===== config.mk =====
export PLATFORM = sky130hd
export DESIGN_NAME = i2c_scl_gen
export DESIGN_NICKNAME = d
export VERILOG_FILES = /design/src/rtl/i2c_scl_gen.sv
export SDC_FILE = /design/constraint.sdc
export NUM_CORES = 1
export LEC_CHECK = 0
export CAP_MARGIN = 40
export CORE_UTILIZATION = 60
export CTS_BUF_LIST = sky130_fd_sc_hd__clkbuf_8
export DETAILED_ROUTE_END_ITERATION = 10
export PLACE_DENSITY_LB_ADDON = 0.2
export SLEW_MARGIN = 20
export SYNTH_ARGS = -nofsm -noshare
export SYNTH_HDL_FRONTEND = slang
export SYNTH_SLANG_ARGS = --single-unit

===== constraint.sdc =====
create_clock -name clk -period 4 [get_ports clk]
set_input_delay 0.4 -clock clk [delete_from_list [all_inputs] [get_ports clk]]
set_output_delay 0.4 -clock clk [all_outputs]
set_load 0.005 [all_outputs]

===== src/rtl/i2c_scl_gen.sv =====
module i2c_scl_gen #(
  parameter int BAUD_W     = 8,
  parameter int PHASE_BASE = 5,
  parameter int FMP_MIN    = 3
) (
  input  logic              clk,
  input  logic              rst_n,
  input  logic [BAUD_W-1:0] baud,
  input  logic              fm_plus,
  input  logic              cmd_valid,
  input  logic [1:0]        cmd,
  output logic              cmd_ready,
  input  logic              scl_in,
  output logic              scl_drive_low,
  output logic              sda_drive_low,
  output logic              busy,
  output logic              bit_strobe,
  output logic              config_error
);

  localparam int CW = BAUD_W + 2;
  localparam logic [1:0] CMD_START = 2'd0;
  localparam logic [1:0] CMD_BIT   = 2'd2;
  localparam logic [1:0] CMD_STOP  = 2'd3;

  typedef enum logic [3:0] {
    IDLE, ST_HOLD, ST_LOW, PARK, BIT_RISE, BIT_HIGH, BIT_LOW,
    RS_LOW, RS_RISE, RS_SETUP, P_LOW, P_RISE, P_SETUP, FREE
  } st_t;

  st_t st, nxt;
  logic [CW-1:0] cnt;
  logic load, done, too_low;
  logic scl_meta, scl_seen;
  logic [BAUD_W-1:0] eff_baud;
  logic [CW-1:0] load_val;

  assign too_low  = fm_plus && (baud < BAUD_W'(FMP_MIN));
  assign eff_baud = too_low ? BAUD_W'(FMP_MIN) : baud;
  assign load_val = CW'(eff_baud) + CW'(PHASE_BASE - 1);
  assign done     = (cnt == '0);

  assign scl_drive_low = st inside {ST_LOW, PARK, BIT_LOW, RS_LOW, P_LOW};
  assign sda_drive_low = st inside {ST_HOLD, ST_LOW, P_LOW, P_RISE, P_SETUP};
  assign busy          = (st != IDLE);
  assign bit_strobe    = (st == BIT_HIGH) && done;
  assign cmd_ready     = (st == IDLE) || (st == PARK) ||
                         (((st == ST_LOW) || (st == BIT_LOW)) && done);

  always_ff @(posedge clk or negedge rst_n) begin
    if (!rst_n) begin
      scl_meta <= 1'b1;
      scl_seen <= 1'b1;
    end else begin
      scl_meta <= scl_in;
      scl_seen <= scl_meta;
    end
  end

  always_comb begin
    nxt  = st;
    load = 1'b0;
    case (st)
      IDLE:
        if (cmd_valid && cmd == CMD_START) begin nxt = ST_HOLD; load = 1'b1; end
      ST_HOLD:
        if (done) begin nxt = ST_LOW; load = 1'b1; end
      ST_LOW, BIT_LOW, PARK:
        if (cmd_valid && cmd_ready) begin
          case (cmd)
            CMD_BIT:  nxt = BIT_RISE;
            CMD_STOP: begin nxt = P_LOW;  load = 1'b1; end
            default:  begin nxt = RS_LOW; load = 1'b1; end
          endcase
        end else if (done && st != PARK) begin
          nxt = PARK;
        end
      BIT_RISE:
        if (scl_seen) begin nxt = BIT_HIGH; load = 1'b1; end
      BIT_HIGH:
        if (done) begin nxt = BIT_LOW; load = 1'b1; end
      RS_LOW:
        if (done) nxt = RS_RISE;
      RS_RISE:
        if (scl_seen) begin nxt = RS_SETUP; load = 1'b1; end
      RS_SETUP:
        if (done) begin nxt = ST_HOLD; load = 1'b1; end
      P_LOW:
        if (done) nxt = P_RISE;
      P_RISE:
        if (scl_seen) begin nxt = P_SETUP; load = 1'b1; end
      P_SETUP:
        if (done) begin nxt = FREE; load = 1'b1; end
      FREE:
        if (done) nxt = IDLE;
      default: nxt = IDLE;
    endcase
  end

  always_ff @(posedge clk or negedge rst_n) begin
    if (!rst_n) begin
      st           <= IDLE;
      cnt          <= '0;
      config_error <= 1'b0;
    end else begin
      st <= nxt;
      if (load)       cnt <= load_val;
      else if (!done) cnt <= cnt - 1'b1;
      if (too_low) config_error <= 1'b1;
    end
  end

  assert_wait_sensed_high_R3: assert property (@(posedge clk) disable iff (!rst_n)
    (st == BIT_RISE && !scl_seen) |=> (st != BIT_HIGH));

  assert_strobe_in_high_R7: assert property (@(posedge clk) disable iff (!rst_n)
    bit_strobe |-> (!scl_drive_low && scl_seen));

  assert_strobe_single_R7: assert property (@(posedge clk) disable iff (!rst_n)
    bit_strobe |=> !bit_strobe);

  assert_error_sticky_R9: assert property (@(posedge clk) disable iff (!rst_n)
    config_error |=> config_error);

  assert_fmp_min_phase_R9: assert property (@(posedge clk) disable iff (!rst_n)
    (fm_plus && load) |=> (cnt >= CW'(FMP_MIN + PHASE_BASE - 1)));

  assert_lines_free_at_end_R5: assert property (@(posedge clk) disable iff (!rst_n)
    $fell(busy) |-> (!scl_drive_low && !sda_drive_low));

endmodule


==> metrics.md, run 1 <==
| Metric | Value |
|---|---|
| Arrival @ worst endpoint | 2.40 ns |
| Placed Cells | 201 |
| Number of synthesized flops with an enable pin | 0 |
| Area share of fa/ha/maj cells after synthesis | 0.02662 |
| Cts bufs inserted | 3 |
| Initial Utilization | 0.6374 |
| Final WL | 3.109 mm |
| Starting DRT DRC Count | 28 |
| Area after DPL | 1593 um2 |
| Initial antenna violation count | 0 |
| Synth Area in Compound Gates | 0.1588 |
| # port buffers | 20 |
| Final count of hold timing violations | 0 |
| Max Cap Viol | 0 |
| Slew @ Worst Pin | 0.8469 ns |
| Fillcell total | 180 |
| Largest net degree at the start of global routing | 19 |
| Synth Area in XOR/XNOR | 0.06211 |
| Grt ovf | 0 |
| Layout cells sized above 1 | 0.1017 |
| First-pass GRT wire length | 5.230 mm |
| RSZ-0062 raised after global routing | no |
| Nets@finish | 196 |
| Synthesized Nets | 180 |
| Worst hold path depth | 0 |
| Final setup fails | 0 |
| Clock Sinks | 17 |
| Site row count | 17 |
| Finished layout cell area | 1638 um2 |
| Final min period | 2.801 ns |
| Leakage | 0.0007304 uW |
| Number of synthesis warnings | 0 |
| IO Count | 21 |
| Clock latency on the worst-skew pair | 0.25 ns |
| Avg Inst Size Synth | 8.704 um2 |
| Clock Tree Root | clkbuf_8 |
| Relative slew slack | 0.4354 |
| Post-Synthesis Cells | 162 |
| Startpoint types | flop |
| Most frequent cells in the layout | clkdlybuf4s50_1 (20), nand2_1 (17), nor2_1 (15), dfrtp_1 (15), mux2i_1 (13) |
| Achievable frequency | 0.3570 GHz |
| PD cells | 359.0 nW/um2 |
| Mapped Area | 1410 um2 |
| Routed len/inst | 15.17 um |
| DRT Pass-1 Iters | 4 |
| Netlist cell types | 49 |
| Die width | 50.48 um |
| Crit. End Element | primary output |
| Vias in the first global route | 1,176 |
| Mux contribution to synthesized area | 0.1189 |
| Synth Flop Type | dfrtp_1 |
| Skew final | 0.008411 ns |
| Post-CTS Resized | 0 |
| Synth Register Bits | 17 |
| Post-route DRC | 0 |
| Fin Setup TNS | 0 ns |
| Antenna Violating Nets Remaining | 0 |
| Reg2reg path depth | 7 |
| Final core occ | 0.7404 |
| Post-DP HPWL | 2.345 mm |
| Setup bufs post-CTS | 0 |
| Hold bufs inserted after CTS | 0 |
| Relative area change from synthesis to final layout | 16.15% |
| Status | finished clean |
| Crit Path Max Fanout | 9 |
| Total power | 588.0 uW |
| TritonCTS clock tree | done |
| Period utilization | 0.7003 |
| Core box area | 2212 um2 |
| Max IR drop VDD | 0.3648 mV |
| Non-filler cells, final | 205 |
| H-tree depth | 1 |
| Crit path required time | 3.60 ns |
| DR vias | 1,234 |
| Simple-Gate Fraction of Synth Area | 0.2768 |
| Slew Viols, Final | 0 |
| Clock transition at path regs | 0.05 ns |
| Most common cell after layout, fill and taps aside | clkdlybuf4s50_1 |
| GRT Resource Usage Total | 0.2783 |
| Sequential fraction of the synthesis area | 0.3035 |
| DR vias/cell | 6.020 |
| Flop2flop setup slack | 1.47 ns |
| Asr flop ratio synth | 1.000 |
| ANT cells | 0 |
| Die Span Y | 50.48 um |
| Hold/Removal Path Class | flop to flop |
| GPL Wtd Cong | 0.8519 |
| Die ar. | 2548 um2 |
| Critical path class | flop to primary output |
| Combinational family with the most area after synthesis | simple AND/OR/NAND/NOR gates |
| CTS Buffer Depth | 2 |
-- report_power, final --
part / internal [uW] / switching [uW] / leakage, uW / total, uW
combinational: 104 / 98.8 / 0.000513 / 203
clock: 68.0 / 53.3 / 0.0000269 / 121
sequential: 213 / 51.4 / 0.000191 / 264
total: 385 / 203 / 0.000730 / 588
-- synth_stat cells (3+ instances only) --
| library cell | count | area, um2 |
|---|---|---|
| buf_2 | 3 | 15.01 |
| nor3_1 | 9 | 45.04 |
| nand2_1 | 17 | 63.81 |
| mux2i_1 | 13 | 130.1 |
| nand2b_1 | 5 | 31.28 |
| a21oi_1 | 8 | 40.04 |
| nor2_1 | 15 | 56.30 |
| clkbuf_1 | 4 | 15.01 |
| nand3_1 | 4 | 20.02 |
| nor2b_1 | 3 | 18.77 |
| xnor2_1 | 8 | 70.07 |
| dfrtp_1 | 15 | 375.4 |
| o21ai_0 | 6 | 30.03 |
| ha_1 | 3 | 37.54 |
| inv_1 | 4 | 15.01 |
-- cells by family (layout without fill, tap and decap cells) --
| group | Yosys count | count (layout) |
|---|---|---|
| AND/OR/NAND/NOR | 71 | 71 |
| AO/OA/AOI/OAI | 30 | 30 |
| flip-flops | 17 | 17 |
| multiplexers | 16 | 16 |
| buffers and inverters | 15 | 30 |
| XOR/XNOR | 10 | 10 |
| adder cells (fa/ha/maj) | 3 | 3 |
-- sequential cells by signal, indices dropped and copies added (netlist names) --
| signal | flops |
|---|---|
| cnt | 10 |
| scl_seen | 1 |
| st | 4 |
| config_error | 1 |
| scl_meta | 1 |
-- path summary, 6_finish.rpt --
path                                    start                        to
max in group asynchronous               rst_n         st[0]$_DFFE_PN0P_
max                        cnt[5]$_DFFE_PN0P_                 cmd_ready
max reg2reg                cnt[0]$_DFFE_PN0P_        cnt[3]$_DFFE_PN0P_
min reg2reg                scl_meta$_DFF_PN1_        scl_seen$_DFF_PN1_
min in group asynchronous               rst_n  config_error$_DFFE_PN0P_
min                        scl_meta$_DFF_PN1_        scl_seen$_DFF_PN1_
-- layer usage --
layer  GRT usage  part of all wire  vias up
met4      0.1343             0.023        0
met1      0.3764              0.47      580
met2      0.4422              0.48       29
met5           0                 0        -
met3     0.03030             0.028        9
li1            -                 -      616
-- final cells by class --
type / count / area, um2 / share of cell area
clock buffers: 3 / 41.29 / 0.02521
clock inverters: 1 / 3.754 / 0.002292
inverters: 6 / 22.52 / 0.01375
multi-input cells: 130 / 907.1 / 0.5539
flip-flops and latches: 17 / 427.9 / 0.2613
well taps: 28 / 35.03 / 0.02139
repair buffers: 20 / 200.2 / 0.1222
-- critical path, cell delays in order, from the launching register on --
cell and delay [ns]:
dfrtp_1 0.44, nor3_2 0.45, nand3_2 0.33, mux2i_1 0.22, a21oi_1 0.08, nor2_1 0.12, clkdlybuf4s50_1 0.51
-- stage by stage --
stage                     hold slack [ns]  setup WS, ns
final                              0.3566         1.199
after global routing               0.3603         1.093
after CTS                          0.3585         1.215
after global placement             0.3474         1.445
after floorplan                    0.1044         1.875
after detailed placement           0.3501         1.402
Power figures use the tool's default switching activity.
==> run 2, diff against run 1 <==
--- a/config.mk
+++ b/config.mk
@@ -6,7 +6,7 @@
 export NUM_CORES = 1
 export LEC_CHECK = 0
 export CAP_MARGIN = 40
-export CORE_UTILIZATION = 60
+export CORE_UTILIZATION = 56
 export CTS_BUF_LIST = sky130_fd_sc_hd__clkbuf_8
 export DETAILED_ROUTE_END_ITERATION = 10
 export PLACE_DENSITY_LB_ADDON = 0.2
==> constraint.sdc (replaced) <==
create_clock -name clk -period 2.9 [get_ports clk]
set_input_delay 0.29 -clock clk [delete_from_list [all_inputs] [get_ports clk]]
set_output_delay 0.29 -clock clk [all_outputs]
set_load 0.005 [all_outputs]
==> run 2 against run 1 <==
  * First-iteration DRC count grew to 2.8 times the previous value
  * Global-route usage fell by 1.7 points
  * Flip-flop and latch count unchanged
  * Highest routed layer unchanged
  * Clock power up 44%
  * Final cell count up 0.98%
  * Critical path depth rose by 2
  * Sequential power rose by 37%
  * Wire length fell by 4.8%
  * Die area rose by 6.8%
  * Count of clock-buffer cells in the layout stayed put
  * Core utilization fell by 2.0 points
==> metrics.md, run 2 (same netlist as run 1, synthesis figures left out) <==
| Metric | Value |
|---|---|
| GPL Wtd Cong | 0.9283 (was 0.8519) |
| RR Startpoint | cnt[0]$_DFFE_PN0P_ (unchanged) |
| Reg2reg end | cnt[6]$_DFFE_PN0P_ (was cnt[3]$_DFFE_PN0P_) |
| Layout cells sized above 1 | 0.1173 (was 0.1017) |
| Starting DRT DRC Count | 79 (was 28) |
| Fin Setup TNS | 0 ns (unchanged) |
| Relative area change from synthesis to final layout | 17.30% (was 16.15%) |
| PD cells | 490.0 nW/um2 (was 359.0 nW/um2) |
| Post-route DRC | 0 (unchanged) |
| ANT cells | 0 (unchanged) |
| Crit Path Max Fanout | 9 (unchanged) |
| Post-CTS Resized | 0 (unchanged) |
| Non-filler cells, final | 207 (was 205) |
| Crit. End Element | primary output (unchanged) |
| Setup bufs post-CTS | 0 (unchanged) |
| Period utilization | 0.9040 |
| HP Start | scl_meta$_DFF_PN1_ (unchanged) |
| Most frequent cells in the layout | clkdlybuf4s50_1 (20), nand2_1 (17), nor2_1 (15), dfrtp_1 (15), mux2i_1 (13) (unchanged) |
| Slew @ Worst Pin | 0.7023 ns (was 0.8469 ns) |
| Reg2reg path depth | 8 (was 7) |
| Clock Sinks | 17 (unchanged) |
| Worst setup slack after layout | 0.2784 ns (was 1.199 ns) |
| Final min period | 2.622 ns |
| Min Hold Slack | 0.3622 ns (was 0.3566 ns) |
| DR vias | 1,277 (was 1,234) |
| Biggest regs | cnt x10, st x4 (unchanged) |
| Place WS | 0.5018 ns (was 1.402 ns) |
| Max FFs per register | 10 (unchanged) |
| Largest net degree at the start of global routing | 19 (unchanged) |
| H-tree depth | 1 (unchanged) |
| Max Cap Viol | 0 (unchanged) |
| Slew Viols, Final | 0 (unchanged) |
| Site row count | 17 (unchanged) |
| Most common cell after layout, fill and taps aside | clkdlybuf4s50_1 (unchanged) |
| Crit path required time | 2.61 ns (was 3.60 ns) |
| IO Count | 21 (unchanged) |
| Final setup fails | 0 (unchanged) |
| Initial antenna violation count | 0 (unchanged) |
| Max IR drop VDD | 0.5913 mV (was 0.3648 mV) |
| Post-DP HPWL | 2.322 mm (was 2.345 mm) |
| Final WL | 2.961 mm (was 3.109 mm) |
| Arrival @ worst endpoint | 2.33 ns (was 2.40 ns) |
| Area after DPL | 1608 um2 (was 1593 um2) |
| Startpoint types | flop (unchanged) |
| Vias in the first global route | 1,133 (was 1,176) |
| Leakage | 0.0007385 uW (was 0.0007304 uW) |
| Initial Utilization | 0.6138 (was 0.6374) |
| First-pass GRT wire length | 5.168 mm (was 5.230 mm) |
| DRT Pass-1 Iters | 4 (unchanged) |
| Grt ovf | 0 (unchanged) |
| Nets@finish | 198 (was 196) |
| # port buffers | 20 (unchanged) |
| Clock latency on the worst-skew pair | 0.26 ns (was 0.25 ns) |
| Clock transition at path regs | 0.07 ns (was 0.05 ns) |
| Worst hold path depth | 0 (unchanged) |
| Clock Tree Root | clkbuf_8 (unchanged) |
| Hold/Removal Path Class | flop to flop (unchanged) |
| CTS Buffer Depth | 2 (unchanged) |
| Die width | 52.18 um (was 50.48 um) |
| Die Span Y | 52.18 um (was 50.48 um) |
| Status | finished clean (unchanged) |
| Relative slew slack | 0.5303 (was 0.4354) |
| Achievable frequency | 0.3815 GHz |
| Finished layout cell area | 1654 um2 (was 1638 um2) |
| Hold endpoint | scl_seen$_DFF_PN1_ (unchanged) |
| Final count of hold timing violations | 0 (unchanged) |
| Antenna Violating Nets Remaining | 0 (unchanged) |
| DR vias/cell | 6.169 (was 6.020) |
| Largest Register | cnt (unchanged) |
| Hold bufs inserted after CTS | 0 (unchanged) |
| RSZ-0062 raised after global routing | no (unchanged) |
| Core box area | 2297 um2 (was 2212 um2) |
| Critical path class | flop to primary output (unchanged) |
| Skew final | 0.009840 ns (was 0.008411 ns) |
| Routed len/inst | 14.30 um (was 15.17 um) |
| TritonCTS clock tree | done (unchanged) |
| GRT Resource Usage Total | 0.2614 (was 0.2783) |
| Cts bufs inserted | 3 (unchanged) |
| Flop2flop setup slack | 0.52 ns (was 1.47 ns) |
| Die ar. | 2723 um2 (was 2548 um2) |
| Placed Cells | 203 (was 201) |
[run 2: cell count changes in the layout (fill, tap and decap cells not counted)]
cell	before	now
buf_4	0	2
inv_1	5	4
clkinv_2	0	1
[run 2: worst max path at each step]
stage	startpoint	end	slack (ns)	cells after the start
6_report	cnt[0]$_DFFE_PN0P_	cmd_ready	0.28	8
5_1_grt	cnt[0]$_DFFE_PN0P_	cmd_ready	0.10	8
4_1_cts	cnt[0]$_DFFE_PN0P_	cmd_ready	0.28	8
3_5_place_dp	cmd_valid	cnt[6]$_DFFE_PN0P_	0.50	7
3_3_place_gp	cmd_valid	cnt[5]$_DFFE_PN0P_	0.55	7
2_1_floorplan	cnt[0]$_DFFE_PN0P_	cnt[3]$_DFFE_PN0P_	0.78	9
[run 2: area by class of cell]
type | count | area [um2]
multi-input combinational | 130 | 907.1
sequential | 17 | 427.9
fill | 182 | 643.1
inverter | 6 | 22.52
clock inverter | 1 | 5.005
tap | 28 | 35.03
timing repair buffer | 22 | 215.2
clock buffer | 3 | 41.29
[run 2: critical path: stages, from the launching register on]
cell             delay [ns]
dfrtp_1                0.42
inv_1                  0.09
ha_1                   0.14
nor4b_4                0.24
nand3_2                0.26
mux2i_1                0.20
a21oi_1                0.08
nor2_1                 0.11
clkdlybuf4s50_1        0.51
[run 2: stage by stage]
| stage | utilization | power [uW] |
|---|---|---|
| after detailed placement | 0.6999 | 632.2 |
| after CTS | 0.7200 | 811.1 |
| after global placement | 0.6999 | 629.0 |
| after floorplan | - | 548.9 |
| after global routing | 0.7200 | 860.3 |
| final | 0.7200 | 810.5 |
[run 2: metal layers]
| metal | wire, um | GRT usage | part of all wire | vias to the layer above |
|---|---|---|---|---|
| li1 | - | - | - | 617 |
| met1 | 1384 | 0.3738 | 0.47 | 606 |
| met2 | 1345 | 0.4103 | 0.45 | 50 |
| met3 | 186 | 0.02609 | 0.063 | 4 |
| met4 | 44 | 0.09211 | 0.015 | 0 |
| met5 | 0 | 0 | 0 | - |
[run 2: where the power goes]
group / total [uW] / switching (uW) / internal (uW)
registers: 362 / 69.4 / 293
logic: 274 / 130 / 145
clock network: 174 / 78.4 / 95.3
total: 810 / 278 / 533
